==> config.mk <==
export PLATFORM = sky130hd
export DESIGN_NAME = sprite_collide
export DESIGN_NICKNAME = d
export VERILOG_FILES = /design/src/rtl/sprite_collide_pkg.sv /design/src/rtl/sprite_pos_table.sv /design/src/rtl/sprite_rect_overlap.sv /design/src/rtl/sprite_scan_walker.sv /design/src/rtl/sprite_collide.sv
export SDC_FILE = /design/constraint.sdc
export NUM_CORES = 1
export LEC_CHECK = 0
export ABC_AREA = 1
export BUFFER_PORTS_ARGS = -buffer_cell sky130_fd_sc_hd__buf_2
export CORE_MARGIN = 2
export CORE_UTILIZATION = 28
export DETAILED_ROUTE_END_ITERATION = 8
export SLEW_MARGIN = 10
export SYNTH_ARGS = -nofsm -noshare
export SYNTH_HDL_FRONTEND = slang
export SYNTH_SLANG_ARGS = --single-unit
export TNS_END_PERCENT = 5
==> constraint.sdc <==
create_clock -name clk -period 4.2 [get_ports clk]
set_input_delay 0.63 -clock clk [delete_from_list [all_inputs] [get_ports clk]]
set_output_delay 0.63 -clock clk [all_outputs]
set_load 0.03 [all_outputs]
==> src/rtl/sprite_collide_pkg.sv <==
package sprite_collide_pkg;
    typedef enum logic [2:0] {
        ST_IDLE,
        ST_RECT,
        ST_RDA,
        ST_RDB,
        ST_CMP,
        ST_NEXT,
        ST_FIN
    } sc_state_t;
endpackage

==> src/rtl/sprite_pos_table.sv <==
module sprite_pos_table #(
    parameter int N   = 8,
    parameter int CW  = 11,
    parameter int IDW = 3
) (
    input  logic           clk,
    input  logic           rst_n,
    input  logic           we,
    input  logic [IDW-1:0] widx,
    input  logic [CW-1:0]  wx,
    input  logic [CW-1:0]  wy,
    input  logic [IDW-1:0] ra,
    input  logic [IDW-1:0] rb,
    output logic [CW-1:0]  xa,
    output logic [CW-1:0]  ya,
    output logic [CW-1:0]  xb,
    output logic [CW-1:0]  yb
);
    logic [CW-1:0] tx [N];
    logic [CW-1:0] ty [N];

    for (genvar g = 0; g < N; g++) begin : g_ent
        always_ff @(posedge clk) begin
            if (!rst_n) begin
                tx[g] <= '0;
                ty[g] <= '0;
            end else if (we && widx == IDW'(g)) begin
                tx[g] <= wx;
                ty[g] <= wy;
            end
        end
    end

    assign xa = tx[ra];
    assign ya = ty[ra];
    assign xb = tx[rb];
    assign yb = ty[rb];
endmodule

==> src/rtl/sprite_rect_overlap.sv <==
module sprite_rect_overlap #(
    parameter int CW  = 11,
    parameter int DIM = 16,
    parameter int EW  = CW + 1
) (
    input  logic [CW-1:0] xa,
    input  logic [CW-1:0] ya,
    input  logic [CW-1:0] xb,
    input  logic [CW-1:0] yb,
    output logic          ovl,
    output logic [EW-1:0] ox,
    output logic [EW-1:0] oy,
    output logic [EW-1:0] ex,
    output logic [EW-1:0] ey
);
    logic [CW-1:0] dx, dy;
    logic [CW-1:0] xlo, xhi, ylo, yhi;

    always_comb begin
        xhi = (xa > xb) ? xa : xb;
        xlo = (xa > xb) ? xb : xa;
        yhi = (ya > yb) ? ya : yb;
        ylo = (ya > yb) ? yb : ya;
        dx  = xhi - xlo;
        dy  = yhi - ylo;
        ovl = (dx < CW'(DIM)) && (dy < CW'(DIM));
        ox  = EW'(xhi);
        oy  = EW'(yhi);
        ex  = EW'(xlo) + EW'(DIM - 1);
        ey  = EW'(ylo) + EW'(DIM - 1);
    end
endmodule

==> src/rtl/sprite_scan_walker.sv <==
module sprite_scan_walker #(
    parameter int EW = 12
) (
    input  logic          clk,
    input  logic          rst_n,
    input  logic          load,
    input  logic          step,
    input  logic [EW-1:0] ox,
    input  logic [EW-1:0] oy,
    input  logic [EW-1:0] ex,
    input  logic [EW-1:0] ey,
    output logic [EW-1:0] px,
    output logic [EW-1:0] py,
    output logic          last
);
    logic [EW-1:0] ox_r, ex_r, ey_r;

    always_ff @(posedge clk) begin
        if (!rst_n) begin
            px   <= '0;
            py   <= '0;
            ox_r <= '0;
            ex_r <= '0;
            ey_r <= '0;
        end else if (load) begin
            px   <= ox;
            py   <= oy;
            ox_r <= ox;
            ex_r <= ex;
            ey_r <= ey;
        end else if (step) begin
            if (px == ex_r) begin
                px <= ox_r;
                py <= py + EW'(1);
            end else begin
                px <= px + EW'(1);
            end
        end
    end

    assign last = (px == ex_r) && (py == ey_r);
endmodule

==> src/rtl/sprite_collide.sv <==
module sprite_collide
    import sprite_collide_pkg::*;
#(
    parameter int N    = 8,
    parameter int CW   = 11,
    parameter int DIM  = 16,
    parameter int PIXW = 16,
    parameter int IDW  = $clog2(N),
    parameter int OFW  = $clog2(DIM),
    parameter int NPR  = N * (N - 1) / 2
) (
    input  logic            clk,
    input  logic            rst_n,
    input  logic            start,
    output logic            busy,
    output logic            done,
    input  logic            pos_we,
    input  logic [IDW-1:0]  pos_idx,
    input  logic [CW-1:0]   pos_x,
    input  logic [CW-1:0]   pos_y,
    output logic            bm_rd_en,
    output logic [IDW-1:0]  bm_sprite,
    output logic [OFW-1:0]  bm_row,
    output logic [OFW-1:0]  bm_col,
    input  logic [PIXW-1:0] bm_data,
    output logic [NPR-1:0]  hits
);
    localparam int EW  = CW + 1;
    localparam int PKW = $clog2(NPR);

    sc_state_t      state, nstate;
    logic [IDW-1:0] ia, ib;
    logic [PKW-1:0] pk;
    logic [PIXW-1:0] pix_a;
    logic [CW-1:0]  xa, ya, xb, yb;
    logic           ovl, last_pt, last_pair, both_opq;
    logic [EW-1:0]  ox, oy, ex, ey, px, py;
    logic           w_load, w_step;

    sprite_pos_table #(.N(N), .CW(CW), .IDW(IDW)) u_tab (
        .clk(clk), .rst_n(rst_n), .we(pos_we), .widx(pos_idx),
        .wx(pos_x), .wy(pos_y), .ra(ia), .rb(ib),
        .xa(xa), .ya(ya), .xb(xb), .yb(yb)
    );

    sprite_rect_overlap #(.CW(CW), .DIM(DIM), .EW(EW)) u_ovl (
        .xa(xa), .ya(ya), .xb(xb), .yb(yb),
        .ovl(ovl), .ox(ox), .oy(oy), .ex(ex), .ey(ey)
    );

    sprite_scan_walker #(.EW(EW)) u_walk (
        .clk(clk), .rst_n(rst_n), .load(w_load), .step(w_step),
        .ox(ox), .oy(oy), .ex(ex), .ey(ey),
        .px(px), .py(py), .last(last_pt)
    );

    assign last_pair = (ia == IDW'(N - 2)) && (ib == IDW'(N - 1));
    assign both_opq  = (pix_a != '0) && (bm_data != '0);
    assign w_load    = (state == ST_RECT) && ovl;
    assign w_step    = (state == ST_CMP) && !both_opq && !last_pt;

    // state register
    always_ff @(posedge clk) begin
        if (!rst_n) state <= ST_IDLE;
        else        state <= nstate;
    end

    always_comb begin
        nstate = state;
        unique case (state)
            ST_IDLE: if (start) nstate = ST_RECT;
            ST_RECT: nstate = ovl ? ST_RDA : ST_NEXT;
            ST_RDA:  nstate = ST_RDB;
            ST_RDB:  nstate = ST_CMP;
            ST_CMP:  nstate = (both_opq || last_pt) ? ST_NEXT : ST_RDA;
            ST_NEXT: nstate = last_pair ? ST_FIN : ST_RECT;
            ST_FIN:  nstate = ST_IDLE;
            default: nstate = ST_IDLE;
        endcase
    end

    // pair pointers, pixel capture and result bits
    always_ff @(posedge clk) begin
        if (!rst_n) begin
            ia    <= '0;
            ib    <= IDW'(1);
            pk    <= '0;
            pix_a <= '0;
            hits  <= '0;
        end else begin
            unique case (state)
                ST_IDLE: if (start) begin
                    ia   <= '0;
                    ib   <= IDW'(1);
                    pk   <= '0;
                    hits <= '0;
                end
                ST_RDB: pix_a <= bm_data;
                ST_CMP: if (both_opq) hits[pk] <= 1'b1;
                ST_NEXT: if (!last_pair) begin
                    pk <= pk + PKW'(1);
                    if (ib == IDW'(N - 1)) begin
                        ia <= ia + IDW'(1);
                        ib <= ia + IDW'(2);
                    end else begin
                        ib <= ib + IDW'(1);
                    end
                end
                default: ;
            endcase
        end
    end

    // outputs
    always_comb begin
        busy      = (state != ST_IDLE);
        done      = (state == ST_FIN);
        bm_rd_en  = 1'b0;
        bm_sprite = ia;
        bm_row    = OFW'(py - EW'(ya));
        bm_col    = OFW'(px - EW'(xa));
        unique case (state)
            ST_RDA: bm_rd_en = 1'b1;
            ST_RDB: begin
                bm_rd_en  = 1'b1;
                bm_sprite = ib;
                bm_row    = OFW'(py - EW'(yb));
                bm_col    = OFW'(px - EW'(xb));
            end
            default: ;
        endcase
    end

    // done lasts a single cycle
    a_r8_done_single: assert property (@(posedge clk) disable iff (!rst_n)
        done |=> !done);
    // done only ends a running scan
    a_r8_done_after_busy: assert property (@(posedge clk) disable iff (!rst_n)
        $rose(done) |-> $past(busy));
    // no bitmap traffic outside a scan
    a_r4_read_only_busy: assert property (@(posedge clk) disable iff (!rst_n)
        bm_rd_en |-> busy);
    // bits only get set during a scan
    a_r7_bits_monotonic: assert property (@(posedge clk) disable iff (!rst_n)
        (busy && $past(busy)) |-> ((hits & $past(hits)) == $past(hits)));
    // result held while idle
    a_r10_hits_hold: assert property (@(posedge clk) disable iff (!rst_n)
        (!busy && !$past(busy)) |-> $stable(hits));
    // start cannot cut a scan short
    a_r9_start_ignored: assert property (@(posedge clk) disable iff (!rst_n)
        (busy && !done) |=> busy);
endmodule

==> out/qor.yml, run 1 <==
whs_path_depth: 3
cts_made_buffers: 37
cp.required_ns: 4.67
critPathKind: "reg -> reg"
die_w_um: 259.4
vdd_drop_max_mv: 0.2842
synth_top_family_by_area: "simple AND/OR/NAND/NOR gates"
synth_top_area_cell: "edfxtp_1"
vias: 17960
worst-r2r-cell-count: 35
ys_async_sr_fraction_pct: 0
start_util_pct: 28.34
critPathSlowestCell: "dfxtp_4"
hp-class: "in -> reg"
grt_pass1_vias: 16150
synthSimpleGateAreaFrac_pct: 30.26
track_usage_pct: 16.64
grt_max_degree: 45
postRouteAntennaNets: 0
ys_ff_latch: 299
yosys_warnings: 0
dp_cells: 3586
holdWs_ns: 0.3321
fill_cells: 6622
synth_edf_count: 176
finalCritPeriodShare_pct: 100.1
synthTopCellsByCount: "nand2_1 (712), nor2_1 (346), inv_1 (283)"
power_mw: 15.76
synthAdderAreaFrac_pct: 2.959
avgViaCountPerCell: 4.832
ys_top_cells_by_area: "edfxtp_1 (29%), nand2_1 (15%), dfxtp_1 (13%)"
max_cap_violations: 0
gp_congestion: 0.8802
clk_latency_ns: 0.56
first_pass_iters: 6
final_cells: 3716
rsz0062_at_grt: "yes"
synth.area.mux_share_pct: 0
drt_wl_total_mm: 60.87
die-area_mm2: 0.06730
synth_xor_area_share_pct: 2.349
dp_hpwl_mm: 39.14
clk_pin_slew_worst_paths_ns: 0.06
fp-row-count: 93
crit_arrival_ns: 4.67
setup_viol: 1
critical-path-max-stage-delay_ns: 0.37
maxSlewHeadroom_pct: 50.90
netlist_instances: 2579
seqCellArea_mm2: 0.007757
drcViolationCount: 0
multiInputGateArea_mm2: 0.009682
ctsHoldBuffers: 0
tritoncts: "done"
synth_nets: 2666
power_density_mw_per_mm2: 655.1
htreeDepth: 2
antenna_cells: 0
cp_common_cell: "nand2_2"
drive_above_1_share_pct: 22.40
synth_ff_type: "edfxtp_1"
slew_viol_final: 0
clkSinkCount: 299
crit_path_start_kind: "flip-flop"
synth_compound_area_share_pct: 12.20
fin_crit_ns: 4.205
overflow: 0
synth_most_common_cell: "nand2_1"
avgSynthCellArea_um2: 7.083
finClkSkew_ns: 0.02513
synth_cell_types: 42
post_drt_wl_per_cell_um: 16.38
core_mm2: 0.06446
max_freq_mhz: 237.8
clk_path_buf_depth: 3
yosysSeqAreaShare_pct: 42.41
die_h_um: 259.4
nets: 2920
violations: "setup timing"
antenna_found_initial: 0
root_buffer: "clkbuf_16"
worst_slack_ns: -0.004682
synthesis.area_mm2: 0.01827
outcome: "complete, but fails checks"
drt-initial-drc-count: 1572
path_max_fanout: 16
power_leakage_nw: 10.85
grt_first_pass_wirelength_mm: 89.20
area_growth_pct: 31.65
dpl_worst_slack_ns: -0.02230
crit_path_end_kind: "flip-flop"
hold_viol_final: 0
worst_slew_pin_slew_ns: 0.7326
ios: 87
synth_top_area_share_pct: 28.93
portBuffers: 86
[logic make-up after synthesis]
| group | count (synthesis) |
|---|---|
| buffers and inverters | 434 |
| adders and majority gates | 42 |
| AOI/OAI and AO/OA | 411 |
| DFF | 299 |
| xor gates and xnor gates | 49 |
| and+or+nand+nor | 1344 |
[final timing paths]
path	from	to	slack, ns
max	flip-flop	u_walk.ex_r[5]	-0.005
min	bm_data[12]	pix_a[12]	0.33
max reg2reg	flip-flop	u_walk.ex_r[5]	-0.005
min reg2reg	hits[25]	hits[25]	0.46
[placed cells by master (no fill, tap or decap), types with 19 or more instances in the layout]
| cell type | n |
|---|---|
| a21oi_1 | 140 |
| buf_12 | 28 |
| buf_2 | 86 |
| buf_4 | 193 |
| clkbuf_16 | 55 |
| dfxtp_1 | 119 |
| edfxtp_1 | 176 |
| ha_1 | 20 |
| ha_4 | 20 |
| inv_1 | 277 |
| inv_2 | 19 |
| nand2_1 | 600 |
| nand2_2 | 106 |
| nand3_1 | 158 |
| nand3_2 | 23 |
| nand4_1 | 37 |
| nor2_1 | 341 |
| nor3_1 | 30 |
| o211ai_1 | 49 |
| o21ai_0 | 114 |
| o21ai_1 | 63 |
| xor2_1 | 39 |
[worst max-delay path: cells and delay by family (launching register included)]
family	cells	cell delay [ns]
flip-flops	1	0.37
adder cells (fa/ha/maj)	1	0.28
AO/OA/AOI/OAI	3	0.33
AND/OR/NAND/NOR	23	2.09
buffers and inverters	8	1.05
[final cells by class]
cell class                 instances  area share, %
sequential                       299          32.26
clock buffer                      42          3.970
multi-input combinational       1848          40.26
tap                              855          4.449
clock inverter                    25          1.280
timing repair buffer             343          12.97
inverter                         304          4.818
[state kept, by name (all words and copies together) (netlist names), named ones only]
name,count
state,3
hits,28
u_walk.ox_r,11
u_walk.ex_r,12
u_tab.ty,88
u_walk.px,12
pk,5
u_tab.tx,88
pix_a,16
u_walk.py,12
u_walk.ey_r,12
ib,3
ia,3
[layer usage]
layer  track usage [%]  share of wire, %  up-vias
li1                  -                 -     8929
met1             22.25                43     8283
met2             27.79                46      606
met3             2.002               5.8      138
met4             5.524               4.4        0
met5                 0                 0        -
[power breakdown]
part	switching [mW]	internal, mW
clock network	1.31	2.02
registers	0.104	3.27
logic	5.14	3.91
[stage by stage]
step	area [um2]	util, %	setup TNS, ns
2_1_floorplan	18270	-	0
3_3_place_gp	20880	32.40	-0.1099
3_5_place_dp	20880	32.40	-0.1809
4_1_cts	22160	34.37	-0.1218
5_1_grt	24050	37.30	-11.04
6_report	24050	37.30	-0.004682
[repair_timing]
action,4_1_cts,5_1_grt
cloned,0,23
setup buffers,0,40
pin swaps,0,107
setup endpoints to repair,30,65
resized for setup,3,291
No activity file was read; power rests on OpenSTA's default activity.
==> run 2, diff against run 1 <==
==> constraint.sdc (replaced) <==
create_clock -name clk -period 4.2 [get_ports clk]
set_input_delay 0.84 -clock clk [delete_from_list [all_inputs] [get_ports clk]]
set_output_delay 0.84 -clock clk [all_outputs]
set_load 0.03 [all_outputs]
==> run 2 against run 1 <==
The flow still finishes with violations (setup timing). Largest cell class unchanged. Utilization decreased by 0.29 points. Critical endpoint is now u_walk.px[10]. Non-clock buffer count is 2 higher. Setup slack worse by 0.047 ns. Die area stayed put.
==> out/qor.yml, run 2 (synthesis results as in run 1) <==
stdcell_area_mm2: 0.02386  # was 0.02405 mm2
worst_slew_pin_slew_ns: 0.6666  # was 0.7326 ns
die_h_um: 259.4  # unchanged
area_growth_pct: 30.65  # was 31.65%
fp-row-count: 93  # unchanged
crit_arrival_ns: 4.69  # was 4.67 ns
antenna_found_initial: 0  # unchanged
core_mm2: 0.06446  # unchanged
placed_area_mm2: 0.02084  # was 0.02088 mm2
layout_commonest_cell: "nand2_1"  # unchanged
clk_pin_slew_worst_paths_ns: 0.05  # was 0.06 ns
cp.required_ns: 4.64  # was 4.67 ns
critPathKind: "reg -> reg"  # unchanged
track_usage_pct: 16.67  # was 16.64%
dpl_worst_slack_ns: -0.07212  # was -0.02230 ns
clkSinkCount: 299  # unchanged
finClkSkew_ns: 0.02563  # was 0.02513 ns
root_buffer: "clkbuf_16"  # unchanged
die-area_mm2: 0.06730  # unchanged
maxSlewHeadroom_pct: 55.45  # was 50.90%
slew_viol_final: 0  # unchanged
tritoncts: "done"  # unchanged
start_util_pct: 28.34  # unchanged
avgViaCountPerCell: 4.799  # was 4.832
top_regs: "u_tab.tx x88, u_tab.ty x88, hits x28"  # unchanged
path_max_fanout: 10  # was 16
max_cap_violations: 0  # unchanged
reg2reg_to: "u_walk.px[10]"  # was u_walk.ex_r[5]
hp-class: "reg -> reg"  # was in -> reg
portBuffers: 86  # unchanged
drt-initial-drc-count: 1582  # was 1572
critPathSlowestCell: "dfxtp_4"  # unchanged
crit_path_end_kind: "flip-flop"  # unchanged
worst-r2r-cell-count: 34  # was 35
critical-path-max-stage-delay_ns: 0.46  # was 0.37 ns
drive_above_1_share_pct: 20.76  # was 22.40%
vias: 17810  # was 17960
overflow: 0  # unchanged
gp_congestion: 0.8635  # was 0.8802
violations: "setup timing"  # unchanged
hold_viol_final: 0  # unchanged
grt_first_pass_wirelength_mm: 89.33  # was 89.20 mm
tns_ns: -1.043  # was -0.004682 ns
die_w_um: 259.4  # unchanged
clk_path_buf_depth: 3  # unchanged
nets: 2919  # was 2920
grt_max_degree: 65  # was 45
power_leakage_nw: 10.79  # was 10.85 nW
rsz0062_at_grt: "yes"  # unchanged
fin_crit_ns: 4.251  # was 4.205 ns
outcome: "complete, but fails checks"  # unchanged
post_drt_wl_per_cell_um: 16.62  # was 16.38 um
dp_hpwl_mm: 39.03  # was 39.14 mm
htreeDepth: 2  # unchanged
drcViolationCount: 0  # unchanged
r2r_slack_ns: -0.05  # was -0.005 ns
drt_wl_total_mm: 61.70  # was 60.87 mm
setup_viol: 51  # was 1
vdd_drop_max_mv: 0.3363  # was 0.2842 mV
finalCritPeriodShare_pct: 101.2  # was 100.1%
whs_path_depth: 2  # was 3
grt_pass1_vias: 16170  # was 16150
max_freq_mhz: 235.2  # was 237.8 MHz
crit_path_start_kind: "flip-flop"  # unchanged
postRouteAntennaNets: 0  # unchanged
worst_slack_ns: -0.05125  # was -0.004682 ns
antenna_cells: 0  # unchanged
cts_made_buffers: 36  # was 37
ios: 87  # unchanged
holdPathEnd: "u_walk.ox_r[1]"  # was pix_a[12]
power_density_mw_per_mm2: 640.9  # was 655.1 mW/mm2
clk_latency_ns: 0.56  # about the same
first_pass_iters: 6  # unchanged
min_from: "u_walk.ox_r[1]"  # was bm_data[12]
cp_common_cell: "nand2_1"  # was nand2_2
final_cell_mix: "nand2_1 (630), nor2_1 (341), inv_1 (279)"  # was nand2_1 (600), nor2_1 (341), inv_1 (277)
run 2: layout make-up:
cell class                 count  area [um2]
inverter                     304        1161
timing repair buffer         345        3247
multi-input combinational   1846        9487
clock inverter                12       123.9
clock buffer                  51        1018
tap                          855        1070
fill                        6701       40600
sequential                   299        7757
run 2: per-layer routing:
metal	wire length [um]	vias up	track usage, %	share of wire (%)
met1	26580	8220	21.49	43
met4	2257	0	5.843	3.7
met2	29280	549	28.32	47
met3	3591	123	2.480	5.8
met5	0	-	0	0
li1	-	8921	-	-
run 2: how the worst max path moves through the flow:
stage               startpoint              to  cells after the start  slack (ns)
global route         flip-flop    u_walk.px[7]                     32       -0.26
finish               flip-flop   u_walk.px[10]                     34       -0.05
global placement     flip-flop    u_walk.px[5]                     32       -0.02
floorplan            flip-flop  u_walk.ey_r[0]                     32        0.08
detailed placement   flip-flop    u_walk.py[3]                     31       -0.07
CTS                  flip-flop  u_walk.ey_r[1]                     33       0.002
run 2: stage by stage:
step	util [%]	total power [mW]	hold WS, ns	std cells
6_report	37.02	15.29	0.4594	3712
2_1_floorplan	-	7.722	0.4359	2579
3_3_place_gp	32.33	10.34	0.4466	3579
3_5_place_dp	32.33	10.35	0.4508	3579
4_1_cts	34.32	13.50	0.4606	3644
5_1_grt	37.02	16.27	0.4749	3712
run 2: repair_timing:
item / 4_1_cts / 5_1_grt
resized for setup: 22 / 230
hold buffers: 0 / 0
setup endpoints to repair: 63 / 66
endpoints found under the hold margin: 0 / 0
pin swaps: 2 / 66
cloned: 1 / 27
setup buffers: 1 / 42
run 2: worst max-delay path: cells and delay by family, from the launching register on:
kind	cells	cell delay, ns
fa+ha+maj	1	0.28
simple gates	26	2.42
buf+inv	7	0.97
flops	1	0.46
run 2: power breakdown:
group	total (mW)	leakage (nW)	internal [mW]	switching (mW)
combinational	8.88	7.54	3.84	5.05
clock	3.04	0.554	1.76	1.27
sequential	3.37	2.69	3.27	0.107
